### src/rtl/cache2w_pkg.sv
package cache2w_pkg;
   localparam int WORD_W = 32;
   localparam int LANES  = WORD_W / 8;

   typedef enum logic [1:0] {
      ST_IDLE  = 2'd0,
      ST_WBACK = 2'd1,
      ST_FETCH = 2'd2,
      ST_FILL  = 2'd3
   } cstate_e;

   function automatic logic [WORD_W-1:0] merge_lanes(
      input logic [WORD_W-1:0] base,
      input logic [WORD_W-1:0] upd,
      input logic [LANES-1:0]  sel);
      logic [WORD_W-1:0] r;
      r = base;
      for (int b = 0; b < LANES; b++)
         if (sel[b]) r[8*b +: 8] = upd[8*b +: 8];
      return r;
   endfunction
endpackage

### src/rtl/cache2w_tags.sv
module cache2w_tags
   import cache2w_pkg::*;
#(
   parameter int SET_BITS = 2,
   parameter int TAG_W    = 28
)(
   input  logic                clk,
   input  logic                rst_n,
   input  logic [SET_BITS-1:0] lk_idx,
   input  logic [TAG_W-1:0]    lk_tag,
   output logic [1:0]          hit_way,
   output logic                vic_way,
   output logic                vic_valid,
   output logic                vic_dirty,
   output logic [TAG_W-1:0]    vic_tag,
   input  logic                wr_en,
   input  logic [SET_BITS-1:0] wr_idx,
   input  logic                wr_way,
   input  logic [TAG_W-1:0]    wr_tag,
   input  logic                wr_dirty,
   input  logic                touch_en,
   input  logic [SET_BITS-1:0] touch_idx,
   input  logic                touch_way
);
   localparam int SETS = 1 << SET_BITS;

   logic [SETS-1:0]           lru_q;   // way to replace next
   logic [1:0][TAG_W-1:0]     tag_rd;
   logic [1:0]                val_rd;
   logic [1:0]                dty_rd;

   generate
      for (genvar w = 0; w < 2; w++) begin : g_way
         logic [TAG_W-1:0] tag_q [SETS];
         logic [SETS-1:0]  val_q;
         logic [SETS-1:0]  dty_q;

         always_ff @(posedge clk or negedge rst_n) begin
            if (!rst_n) begin
               val_q <= '0;
               dty_q <= '0;
            end else if (wr_en && wr_way == 1'(w)) begin
               val_q[wr_idx] <= 1'b1;
               dty_q[wr_idx] <= wr_dirty;
            end
         end

         always_ff @(posedge clk) begin
            if (wr_en && wr_way == 1'(w)) tag_q[wr_idx] <= wr_tag;
         end

         assign tag_rd[w]  = tag_q[lk_idx];
         assign val_rd[w]  = val_q[lk_idx];
         assign dty_rd[w]  = dty_q[lk_idx];
         assign hit_way[w] = val_rd[w] && (tag_rd[w] == lk_tag);
      end
   endgenerate

   always_ff @(posedge clk or negedge rst_n) begin
      if (!rst_n)        lru_q <= '0;
      else if (touch_en) lru_q[touch_idx] <= ~touch_way;
   end

   assign vic_way   = lru_q[lk_idx];
   assign vic_valid = val_rd[vic_way];
   assign vic_dirty = dty_rd[vic_way];
   assign vic_tag   = tag_rd[vic_way];

   AST_HIT_ONEHOT: assert property (@(posedge clk) disable iff (!rst_n)
      $onehot0(hit_way)) else $error("two ways hold the same tag");
endmodule

### src/rtl/cache2w_data.sv
module cache2w_data
   import cache2w_pkg::*;
#(
   parameter int SET_BITS = 2
)(
   input  logic                   clk,
   input  logic [SET_BITS-1:0]    rd_idx,
   output logic [1:0][WORD_W-1:0] rd_word,
   input  logic                   wr_en,
   input  logic [SET_BITS-1:0]    wr_idx,
   input  logic                   wr_way,
   input  logic [LANES-1:0]       wr_be,
   input  logic [WORD_W-1:0]      wr_word
);
   localparam int SETS = 1 << SET_BITS;

   generate
      for (genvar w = 0; w < 2; w++) begin : g_way
         logic [WORD_W-1:0] word_q [SETS];

         always_ff @(posedge clk) begin
            if (wr_en && wr_way == 1'(w)) begin
               for (int b = 0; b < LANES; b++)
                  if (wr_be[b]) word_q[wr_idx][8*b +: 8] <= wr_word[8*b +: 8];
            end
         end

         assign rd_word[w] = word_q[rd_idx];
      end
   endgenerate
endmodule

### src/rtl/cache2w_ctrl.sv
module cache2w_ctrl
   import cache2w_pkg::*;
#(
   parameter int ADDR_W   = 32,
   parameter int SET_BITS = 2,
   parameter int TAG_W    = 28
)(
   input  logic                   clk,
   input  logic                   rst_n,
   input  logic                   cpu_valid,
   output logic                   cpu_ready,
   input  logic                   cpu_we,
   input  logic [LANES-1:0]       cpu_be,
   input  logic [ADDR_W-1:0]      cpu_addr,
   input  logic [WORD_W-1:0]      cpu_wdata,
   output logic                   cpu_resp_valid,
   output logic [WORD_W-1:0]      cpu_rdata,
   input  logic [1:0]             hit_way,
   input  logic                   vic_way,
   input  logic                   vic_valid,
   input  logic                   vic_dirty,
   input  logic [TAG_W-1:0]       vic_tag,
   output logic [SET_BITS-1:0]    lk_idx,
   output logic [TAG_W-1:0]       lk_tag,
   output logic                   tag_wr_en,
   output logic                   tag_wr_way,
   output logic [TAG_W-1:0]       tag_wr_tag,
   output logic                   tag_wr_dirty,
   output logic                   touch_en,
   output logic                   touch_way,
   input  logic [1:0][WORD_W-1:0] rd_word,
   output logic                   dat_wr_en,
   output logic                   dat_wr_way,
   output logic [LANES-1:0]       dat_wr_be,
   output logic [WORD_W-1:0]      dat_wr_word,
   output logic                   mem_req,
   output logic                   mem_we,
   output logic [ADDR_W-1:0]      mem_addr,
   output logic [WORD_W-1:0]      mem_wdata,
   input  logic                   mem_ack,
   input  logic [WORD_W-1:0]      mem_rdata
);
   cstate_e           state_q, state_d;
   logic              rq_we;
   logic [LANES-1:0]  rq_be;
   logic [ADDR_W-1:0] rq_addr;
   logic [WORD_W-1:0] rq_wdata;
   logic              rq_way;
   logic [TAG_W-1:0]  rq_vtag;
   logic [WORD_W-1:0] fill_q;
   logic [ADDR_W-1:0] lk_addr;
   logic              idle, accept, hit, hway, hit_wr;
   logic [WORD_W-1:0] fill_word;
   logic              unused_lowbits;

   assign idle      = (state_q == ST_IDLE);
   assign cpu_ready = idle;
   assign accept    = cpu_valid && idle;
   assign lk_addr   = idle ? cpu_addr : rq_addr;
   assign lk_idx    = lk_addr[SET_BITS+1:2];
   assign lk_tag    = lk_addr[ADDR_W-1:SET_BITS+2];
   assign unused_lowbits = ^{lk_addr[1:0], rq_addr[1:0]};

   assign hit    = |hit_way;
   assign hway   = hit_way[1];
   assign hit_wr = accept && hit && cpu_we;
   assign fill_word = merge_lanes(fill_q, rq_wdata, rq_we ? rq_be : '0);

   always_comb begin
      tag_wr_en    = 1'b0;
      tag_wr_way   = hway;
      tag_wr_tag   = lk_tag;
      tag_wr_dirty = 1'b1;
      touch_en     = accept && hit;
      touch_way    = hway;
      dat_wr_en    = hit_wr;
      dat_wr_way   = hway;
      dat_wr_be    = cpu_be;
      dat_wr_word  = cpu_wdata;
      tag_wr_en    = hit_wr;
      if (state_q == ST_FILL) begin
         tag_wr_en    = 1'b1;
         tag_wr_way   = rq_way;
         tag_wr_dirty = rq_we;
         touch_en     = 1'b1;
         touch_way    = rq_way;
         dat_wr_en    = 1'b1;
         dat_wr_way   = rq_way;
         dat_wr_be    = '1;
         dat_wr_word  = fill_word;
      end
   end

   always_comb begin
      mem_req   = (state_q == ST_WBACK) || (state_q == ST_FETCH);
      mem_we    = (state_q == ST_WBACK);
      mem_wdata = rd_word[rq_way];
      mem_addr  = mem_we ? {rq_vtag, lk_idx, 2'b00}
                         : {rq_addr[ADDR_W-1:2], 2'b00};
   end

   always_comb begin
      state_d = state_q;
      unique case (state_q)
         ST_IDLE:  if (accept && !hit)
                      state_d = (vic_valid && vic_dirty) ? ST_WBACK : ST_FETCH;
         ST_WBACK: if (mem_ack) state_d = ST_FETCH;
         ST_FETCH: if (mem_ack) state_d = ST_FILL;
         ST_FILL:  state_d = ST_IDLE;
         default:  state_d = ST_IDLE;
      endcase
   end

   always_ff @(posedge clk or negedge rst_n) begin
      if (!rst_n) begin
         state_q        <= ST_IDLE;
         cpu_resp_valid <= 1'b0;
      end else begin
         state_q        <= state_d;
         cpu_resp_valid <= (accept && hit) || (state_q == ST_FILL);
      end
   end

   always_ff @(posedge clk) begin
      if (accept) begin
         rq_we    <= cpu_we;
         rq_be    <= cpu_be;
         rq_addr  <= cpu_addr;
         rq_wdata <= cpu_wdata;
         rq_way   <= vic_way;
         rq_vtag  <= vic_tag;
      end
      if (state_q == ST_FETCH && mem_ack) fill_q <= mem_rdata;
      if (accept && hit)
         cpu_rdata <= cpu_we ? merge_lanes(rd_word[hway], cpu_wdata, cpu_be)
                             : rd_word[hway];
      else if (state_q == ST_FILL)
         cpu_rdata <= fill_word;
   end

   AST_MEM_HOLD: assert property (@(posedge clk) disable iff (!rst_n)
      (mem_req && !mem_ack) |=> (mem_req && $stable(mem_addr) && $stable(mem_we)))
      else $error("memory request dropped or changed before acknowledge");
endmodule

### src/rtl/cache2w_top.sv
module cache2w_top
   import cache2w_pkg::*;
#(
   parameter int ADDR_W   = 32,
   parameter int SET_BITS = 2
)(
   input  logic              clk,
   input  logic              rst_n,
   input  logic              cpu_valid,
   output logic              cpu_ready,
   input  logic              cpu_we,
   input  logic [3:0]        cpu_be,
   input  logic [ADDR_W-1:0] cpu_addr,
   input  logic [31:0]       cpu_wdata,
   output logic              cpu_resp_valid,
   output logic [31:0]       cpu_rdata,
   output logic              mem_req,
   output logic              mem_we,
   output logic [ADDR_W-1:0] mem_addr,
   output logic [31:0]       mem_wdata,
   input  logic              mem_ack,
   input  logic [31:0]       mem_rdata
);
   localparam int TAG_W = ADDR_W - SET_BITS - 2;

   initial begin : chk_params
      assert (SET_BITS >= 1 && SET_BITS <= 10) else $error("SET_BITS out of range");
      assert (TAG_W >= 1) else $error("ADDR_W too small for SET_BITS");
      assert (WORD_W == 32 && LANES == 4) else $error("word size must be 32 bits");
   end

   logic [SET_BITS-1:0]    lk_idx;
   logic [TAG_W-1:0]       lk_tag, vic_tag, tag_wr_tag;
   logic [1:0]             hit_way;
   logic                   vic_way, vic_valid, vic_dirty;
   logic                   tag_wr_en, tag_wr_way, tag_wr_dirty, touch_en, touch_way;
   logic [1:0][WORD_W-1:0] rd_word;
   logic                   dat_wr_en, dat_wr_way;
   logic [LANES-1:0]       dat_wr_be;
   logic [WORD_W-1:0]      dat_wr_word;

   cache2w_tags #(.SET_BITS(SET_BITS), .TAG_W(TAG_W)) u_tags (
      .clk(clk), .rst_n(rst_n), .lk_idx(lk_idx), .lk_tag(lk_tag),
      .hit_way(hit_way), .vic_way(vic_way), .vic_valid(vic_valid),
      .vic_dirty(vic_dirty), .vic_tag(vic_tag),
      .wr_en(tag_wr_en), .wr_idx(lk_idx), .wr_way(tag_wr_way),
      .wr_tag(tag_wr_tag), .wr_dirty(tag_wr_dirty),
      .touch_en(touch_en), .touch_idx(lk_idx), .touch_way(touch_way));

   cache2w_data #(.SET_BITS(SET_BITS)) u_data (
      .clk(clk), .rd_idx(lk_idx), .rd_word(rd_word),
      .wr_en(dat_wr_en), .wr_idx(lk_idx), .wr_way(dat_wr_way),
      .wr_be(dat_wr_be), .wr_word(dat_wr_word));

   cache2w_ctrl #(.ADDR_W(ADDR_W), .SET_BITS(SET_BITS), .TAG_W(TAG_W)) u_ctrl (
      .clk(clk), .rst_n(rst_n),
      .cpu_valid(cpu_valid), .cpu_ready(cpu_ready), .cpu_we(cpu_we),
      .cpu_be(cpu_be), .cpu_addr(cpu_addr), .cpu_wdata(cpu_wdata),
      .cpu_resp_valid(cpu_resp_valid), .cpu_rdata(cpu_rdata),
      .hit_way(hit_way), .vic_way(vic_way), .vic_valid(vic_valid),
      .vic_dirty(vic_dirty), .vic_tag(vic_tag),
      .lk_idx(lk_idx), .lk_tag(lk_tag),
      .tag_wr_en(tag_wr_en), .tag_wr_way(tag_wr_way), .tag_wr_tag(tag_wr_tag),
      .tag_wr_dirty(tag_wr_dirty), .touch_en(touch_en), .touch_way(touch_way),
      .rd_word(rd_word), .dat_wr_en(dat_wr_en), .dat_wr_way(dat_wr_way),
      .dat_wr_be(dat_wr_be), .dat_wr_word(dat_wr_word),
      .mem_req(mem_req), .mem_we(mem_we), .mem_addr(mem_addr),
      .mem_wdata(mem_wdata), .mem_ack(mem_ack), .mem_rdata(mem_rdata));

   AST_HIT_RESPONDS: assert property (@(posedge clk) disable iff (!rst_n)
      (cpu_valid && cpu_ready && (hit_way != 2'b00)) |=> (cpu_resp_valid && cpu_ready))
      else $error("hit did not respond next cycle");
   AST_MISS_STALLS: assert property (@(posedge clk) disable iff (!rst_n)
      (cpu_valid && cpu_ready && (hit_way == 2'b00)) |=> (!cpu_ready && !cpu_resp_valid))
      else $error("miss did not stall");
   AST_RESP_WHEN_READY: assert property (@(posedge clk) disable iff (!rst_n)
      cpu_resp_valid |-> cpu_ready)
      else $error("response while busy");
   AST_NO_MEM_ON_HIT: assert property (@(posedge clk) disable iff (!rst_n)
      (cpu_valid && cpu_ready && (hit_way != 2'b00)) |=> !mem_req)
      else $error("memory touched on a hit");
endmodule

### config.mk
export PLATFORM = sky130hd
export DESIGN_NAME = cache2w_top
export DESIGN_NICKNAME = d
export VERILOG_FILES = /design/src/rtl/cache2w_pkg.sv /design/src/rtl/cache2w_tags.sv /design/src/rtl/cache2w_data.sv /design/src/rtl/cache2w_ctrl.sv /design/src/rtl/cache2w_top.sv
export SDC_FILE = /design/constraint.sdc
export NUM_CORES = 1
export LEC_CHECK = 0
export CAP_MARGIN = 5
export CORE_MARGIN = 8
export CORE_UTILIZATION = 64
export DETAILED_ROUTE_END_ITERATION = 8
export DONT_BUFFER_PORTS = 1
export PLACE_DENSITY = 0.82
export SLEW_MARGIN = 10
export SYNTH_ARGS = -nofsm -noshare
export SYNTH_HDL_FRONTEND = slang
export SYNTH_HIERARCHICAL = 1
export SYNTH_SLANG_ARGS = --single-unit
### constraint.sdc
create_clock -name clk -period 7.3 [get_ports clk]
set_clock_uncertainty 0.05 [all_clocks]
set_input_delay 1.46 -clock clk [delete_from_list [all_inputs] [get_ports clk]]
set_output_delay 1.46 -clock clk [all_outputs]
set_load 0.05 [all_outputs]
# Word level (Yosys, flattened, before mapping)

Memory sizes are Yosys's and may differ from the RTL's.
Index checks and enable logic that the tools add are counted.

Register bits after elaboration: 185
RAM bits: 480
Input bits: 105
Output and inout port bits: 100
Logic and storage cells: 127
Memories kept: 4

Order comparisons: 5
Equality and inequality tests: 8
Muxes and demuxes: 74
Bitwise logic cells: 3
Reduce and logical (&&, ||, !) cells: 18

Memory list:

| memory                 | depth | bits a word | rd ports | clocked after Yosys merged registers in | write ports | RTL line           | text |
|---|---|---|---|---|---|---|---|
| u_data.g_way[0].word_q | 4     | 32          | 1        | 0                                       | 1           | cache2w_data.sv:19 | `logic [WORD_W-1:0] word_q [SETS];` |
| u_data.g_way[1].word_q | 4     | 32          | 1        | 0                                       | 1           | cache2w_data.sv:19 |  |
| u_tags.g_way[0].tag_q  | 4     | 28          | 1        | 0                                       | 1           | cache2w_tags.sv:34 | `logic [TAG_W-1:0] tag_q [SETS];` |
| u_tags.g_way[1].tag_q  | 4     | 28          | 1        | 0                                       | 1           | cache2w_tags.sv:34 |  |

Operators with widths:

| kind                                                               | number |
|---|---|
| two-way mux 32 bit                                                 | 10 |
| two-way mux 8 bit                                                  | 8 |
| == test 28 bit                                                     | 2 |
| two-way mux 28 bit                                                 | 2 |
| two-way mux 1 bit                                                  | 38 |
| bitwise mux 4 bit                                                  | 3 |
| logical AND 1 bit                                                  | 11 |
| binary-select mux 1 bit (select 2 bit)                             | 5 |
| two-way mux 2 bit                                                  | 4 |
| two-way mux 4 bit                                                  | 2 |
| OR 4 bit                                                           | 2 |
| one-hot mux 2 bit (4 select lines)                                 | 1 |
| less-than comparator 1 x 2 -> 1 bit (second input constant)        | 3 |
| == test 2 bit (second input constant)                              | 2 |
| inequality test 2 bit (second input constant)                      | 2 |
| less-than comparator 2 x 3 -> 1 bit (second input constant)        | 1 |
| AND reduction 3 bit                                                | 1 |
| demux 1 bit (select 2 bit)                                         | 1 |
| == test 2 x 1 -> 1 bit (second input constant)                     | 1 |
| greater-or-equal comparator 2 x 1 -> 1 bit (second input constant) | 1 |
| zero test 2 bit                                                    | 1 |
| logical OR 1 bit                                                   | 2 |
| inequality test 2 x 1 -> 1 bit (second input constant)             | 1 |
| nonzero test 2 bit                                                 | 1 |
| 3 further kinds                                                    | 3 |

# Logic depth before layout (Yosys ltp)

Depth in word-level cells: 12
Gate-level depth with buffers: 25
Gate-level depth less buffers: 16

# Modules after synthesis

The synthesis kept the hierarchy.

By module, submodules not included:

| module       | times used | cells an instance | area each (um^2) | seq. area each (um^2) |
|---|---|---|---|---|
| cache2w_tags | 1          | 583               | 10,831.6         | 7,226.9 |
| cache2w_data | 1          | 382               | 9,517.9          | 7,687.4 |
| cache2w_ctrl | 1          | 583               | 8,185.4          | 4,879.7 |

# Worst setup path before layout

No wires, ideal clock.

Path kind: input to register
Start point: in cpu_addr[2]
End point: reg u_tags.g_way[0].dty_q[0]
Library setup time: 0.125 ns
Arrival: 7.029 ns
Data required time: 7.125 ns
Path slack: 0.097 ns
Cell stages on the path: 17
Path buffers: 6
Cells stage by stage: mux2_2 > buf_6 > buf_12 > mux4_2 > xnor2_1 > nand4_1 > or4_1 > nor4_2 > buf_6 > o211ai_2 > buf_2 > buf_2 > o21bai_1 > buf_4 > nand2b_1 > nor3_1 > mux2_2

Cells in the longest elaborated chain, start to end: 9
Elaborated cells between the ends (all ways): 24
Those cells by class: order compare: 2; eq/ne: 2; mux: 10; bitwise: 1; reduce/logical: 7; memory: 2

Ends and longest elaborated chain:

| item                                                                                 | RTL line                               | text |
|---|---|---|
| start: declaration                                                                   | cache2w_top.sv:13                      | `input logic [ADDR_W-1:0] cpu_addr,` |
| two-way mux 32 bit *                                                                 | cache2w_ctrl.sv:59                     | `assign lk_addr = idle ? cpu_addr : rq_addr;` |
| memory (4 x 28 bit) / binary-select mux 1 bit (select 2 bit) (equally long branches) | n/a                                    |  |
| == test 28 bit / two-way mux 1 bit (equally long branches)                           | cache2w_tags.sv:55, cache2w_tags.sv:53 |  |
| logical AND 1 bit *                                                                  | cache2w_tags.sv:55                     | `assign hit_way[w] = val_rd[w] && (tag_rd[w] == lk_tag);` |
| via hit_way[1]                                                                       | cache2w_top.sv:34                      | `logic [1:0] hit_way;` |
| OR reduction 2 bit *                                                                 | cache2w_ctrl.sv:64                     | `assign hit = \|hit_way;` |
| logical AND 1 bit * (2 in series)                                                    | cache2w_ctrl.sv:66                     | `assign hit_wr = accept && hit && cpu_we;` |
| two-way mux 1 bit *                                                                  | n/a                                    |  |
| via dat_wr_en                                                                        | cache2w_top.sv:38                      | `logic dat_wr_en, dat_wr_way;` |
| logical AND 1 bit *                                                                  | cache2w_tags.sv:42                     | `end else if (wr_en && wr_way == 1'(w)) begin` |
| end signal: indexed assignment                                                       | cache2w_tags.sv:44                     | `dty_q[wr_idx] <= wr_dirty;` |
| end: declaration                                                                     | cache2w_tags.sv:36                     | `logic [SETS-1:0] dty_q;` |

Mark *: on every way through the listed nets, which the timed path passes. The rest lies on a longest branch. The select of a mux whose other input is x is not followed.
A chain may end at the register's enable or synchronous reset.

==> impl_results.md <==
* Worst Hold Class: register to register
* Rel. slew slack at 0.2886
* Drt total wl at 63.11 mm
* Fin crit period at between 6 and 7 ns
* DRC Markers at 0
* Largest net degree at the start of global routing at approximately 70
* CP endpoint kind: output port
* CP arrival at between 4 and 5 ns
* Leading area contributor after synthesis: edfxtp_1
* Outcome: finished clean
* Max VDD drop at 0.3380 mV
* Max layer used: met4
* Setup TNS at 0 ns
* Worst-skew pair later-pin latency at around 0.60 ns
* Synth Area per Inst at 18.43 um2
* Die width at around 230 um
* Synthesis-stage register bit count at roughly 660
* Routed Antenna Nets at 0
* Initial antenna violation count at 0
* Wire per inst at roughly 29 um
* RSZ-0062 raised after global routing: no
* Cell Area, Synth at ~0.029 mm2
* Post-route met1 wirelength at approximately 24 mm
* Dpl cells at about 2.1k
* CP most frequent cell: buf_4
* Setup Viol. Count Final at 0
* CTS root buf: clkbuf_16
* MaxCap Viol Count at 0
* Tot GR Track Use at 0.2430
* Core area at 0.04412 mm2
* Worst path slowest cell: mux2_8
* Share of layout cells above drive strength 1 at 0.2742
* Startpoint Class: register
* GP Congestion at around 0.86
* Clock Path Buffers at 3
* Worst path required time at just under 6 ns
* Resized cells post-CTS at 0
* Final hold vios at 0
* CTS tree: yes
* Drt first pass iters at 6
* Htree depth at 3
* CP max FO at 65
* CP top delay family: multiplexers
* Synth async-reset ratio at 0.03469
* Initial DRC count at 1503
* Final HPWL DP at a little under 40 mm
* TritonCTS buffer count at 68
* Yosys warning count at 6
* Maximum clock frequency at approximately 160 MHz
* Top cell type's share of synthesized area at 0.6735
* Ports at just over 200
* Worst path bufs/invs at 3
* PwrDens at around 410 mW/mm2
* Vias per inst at approximately 6.6
* Final slew viol count at 0
* CP peak stage delay at 0.70 ns
* Clock sink count at around 660
* Leak Pwr at between 10 and 15 nW
* Post-CTS Hold Fix Bufs at 0
* Initial core utilization at 0.6467
* Vias in the first global route at 15.07k
* Layout Cells excl Fill at 2205
* # Post-CTS Setup Buffers at 0
* Area growth, synth to finish at 9.147%
* Standard-cell rows at just under 80
* First-pass GRT wire length at roughly 93 mm
* Die Ht at 227.2 um
* Die Area at 0.05160 mm2
* Period utilization at 0.8683
* Ys flop type: edfxtp_1
* Post-synth EDFFs at 640
* Total grt overflow at 0
* Finished Core Util at 0.7058
* Worst hold slack at 0.4271 ns
* Leading post-synthesis cells by cell area: edfxtp_1, mux4_2, mux2_2, mux2i_1, dfrtp_1
* Sequential area share after synthesis at 0.6937
* WL met3 at around 5.7 mm
* Worst-path clk slew at about 0.06 ns
* Crit path kind: register to output port
* Cells after Synth at 1548
* Yosys cell types at 57
* Overall Power at ~13 mW
* CP Cell Sequence: inv_1 > ha_2 > mux2_8 > buf_4 > buf_4 > mux4_1 > mux2_2
* Input/output buffers at 0
* Commonest non-fill, non-tap cells in the layout: edfxtp_1, mux2_2, mux4_2
* Post-layout nets at between 1.5k and 2k
* Most common cell after layout, fill and taps aside: edfxtp_1
* Fillers at around 2.7k
* Metal2 WL at between 30 and 40 mm
* Via count at approximately 15k
* Worst Max-Slew Pin Slew at between 1 and 1.5 ns
registers in the layout (all words and copies together) (netlist names):
register / count
u_tags/lru_q: 4
u_ctrl/rq_be: 4
u_tags/g_way.val_q: 8
u_data/g_way.word_q: 256
u_ctrl/rq_way: 1
u_ctrl/rq_addr: 30
u_ctrl/rq_vtag: 28
u_ctrl/rq_we: 1
u_ctrl/cpu_resp_valid: 1
u_ctrl/fill_q: 32
u_tags/g_way.tag_q: 224
u_ctrl/cpu_rdata: 32
u_ctrl/state_q: 2
u_tags/g_way.dty_q: 8
u_ctrl/rq_wdata: 32
metal layers:
layer,up-vias,global-route usage
met5,-,0
met4,0,0.09561
met3,134,0.05913
met2,731,0.4096
met1,7576,0.3039
li1,6219,-
cell type report:
type | instances | area (um2) | share of cell area
flip-flops and latches | 663 | 19790 | 0.6355
multi-input cells | 759 | 7966 | 0.2558
clock buffers | 87 | 1824 | 0.05857
well taps | 592 | 740.7 | 0.02378
repair buffers | 55 | 425.4 | 0.01366
clock inverters | 34 | 339.1 | 0.01089
inverters | 14 | 52.55 | 0.001687
diodes | 1 | 2.502 | 0.00008035
worst register-to-register path: stages, from the launching register on:
cell	delay, ns
dfrtp_1	0.42
inv_1	0.13
ha_2	0.54
mux2_8	0.70
mux4_2	0.66
xor2_1	0.18
nor4_1	0.58
nand4_1	0.16
nor4_1	0.44
buf_4	0.22
o211ai_4	0.08
o21bai_1	0.14
buf_4	0.21
nand2b_1	0.18
or2_2	0.36
inv_1	0.07
buf_4	0.44
power by group:
part	internal, mW	switching [mW]
logic	1.35	2.56
clock network	2.01	1.38
registers	5.04	0.348
total	8.40	4.30
metrics by stage:
stage | setup slack [ns] | area [um2]
4_1_cts | 0.8260 | 31140
3_5_place_dp | 1.135 | 28980
5_1_grt | 0.6336 | 31140
2_1_floorplan | 0.09651 | 28540
3_3_place_gp | 1.125 | 28980
6_report | 0.9617 | 31140
worst paths after layout:
| kind | to | cells after the start | start | slack (ns) |
|---|---|---|---|---|
| setup reg to reg | u_tags/g_way[0].tag_q[3][25] | 16 | u_ctrl/state_q[0] | 1.37 |
| hold / removal | u_tags/g_way[0].val_q[1] | 1 | u_tags/g_way[0].val_q[1] | 0.43 |
| setup / recovery | mem_wdata[31] | 7 | u_ctrl/state_q[0] | 0.96 |
| min in group asynchronous | u_tags/g_way[0].val_q[1] | 0 | rst_n | 0.51 |
| hold reg to reg | u_tags/g_way[0].val_q[1] | 1 | u_tags/g_way[0].val_q[1] | 0.43 |
| max in group asynchronous | u_ctrl/state_q[1] | 0 | rst_n | 6.59 |
cell usage after synthesis (6+ instances only):
| library cell | number |
|---|---|
| mux2_1 | 9 |
| a211oi_1 | 32 |
| edfxtp_1 | 640 |
| mux4_1 | 19 |
| clkbuf_1 | 20 |
| nor4_1 | 6 |
| or2_2 | 12 |
| buf_4 | 39 |
| mux4_2 | 113 |
| o21ai_0 | 13 |
| xor2_1 | 23 |
| dfrtp_1 | 23 |
| mux2i_1 | 63 |
| inv_1 | 14 |
| and3_1 | 32 |
| nand3_1 | 8 |
| xnor2_1 | 22 |
| mux2_2 | 154 |
| nor2_1 | 73 |
| buf_6 | 7 |
| a21oi_1 | 69 |
| nand2b_1 | 13 |
| buf_12 | 8 |
| nand2_1 | 39 |
| nand4_1 | 6 |
| buf_2 | 35 |
cell families (layout without fill, tap and decap cells):
group                      count (synthesis)  after routing  share of synthesized area
other                                      1              3                  0.0001314
buffers and inverters                    127            190                    0.02982
muxes                                    358            358                     0.1931
AOI/OAI and AO/OA                        140            140                    0.03105
and+or+nand+nor                          209            209                    0.03622
DFF                                      663            663                     0.6937
xor gates and xnor gates                  45             45                    0.01381
adders and majority gates                  5              5                   0.002192
Power figures use the tool's default switching activity.
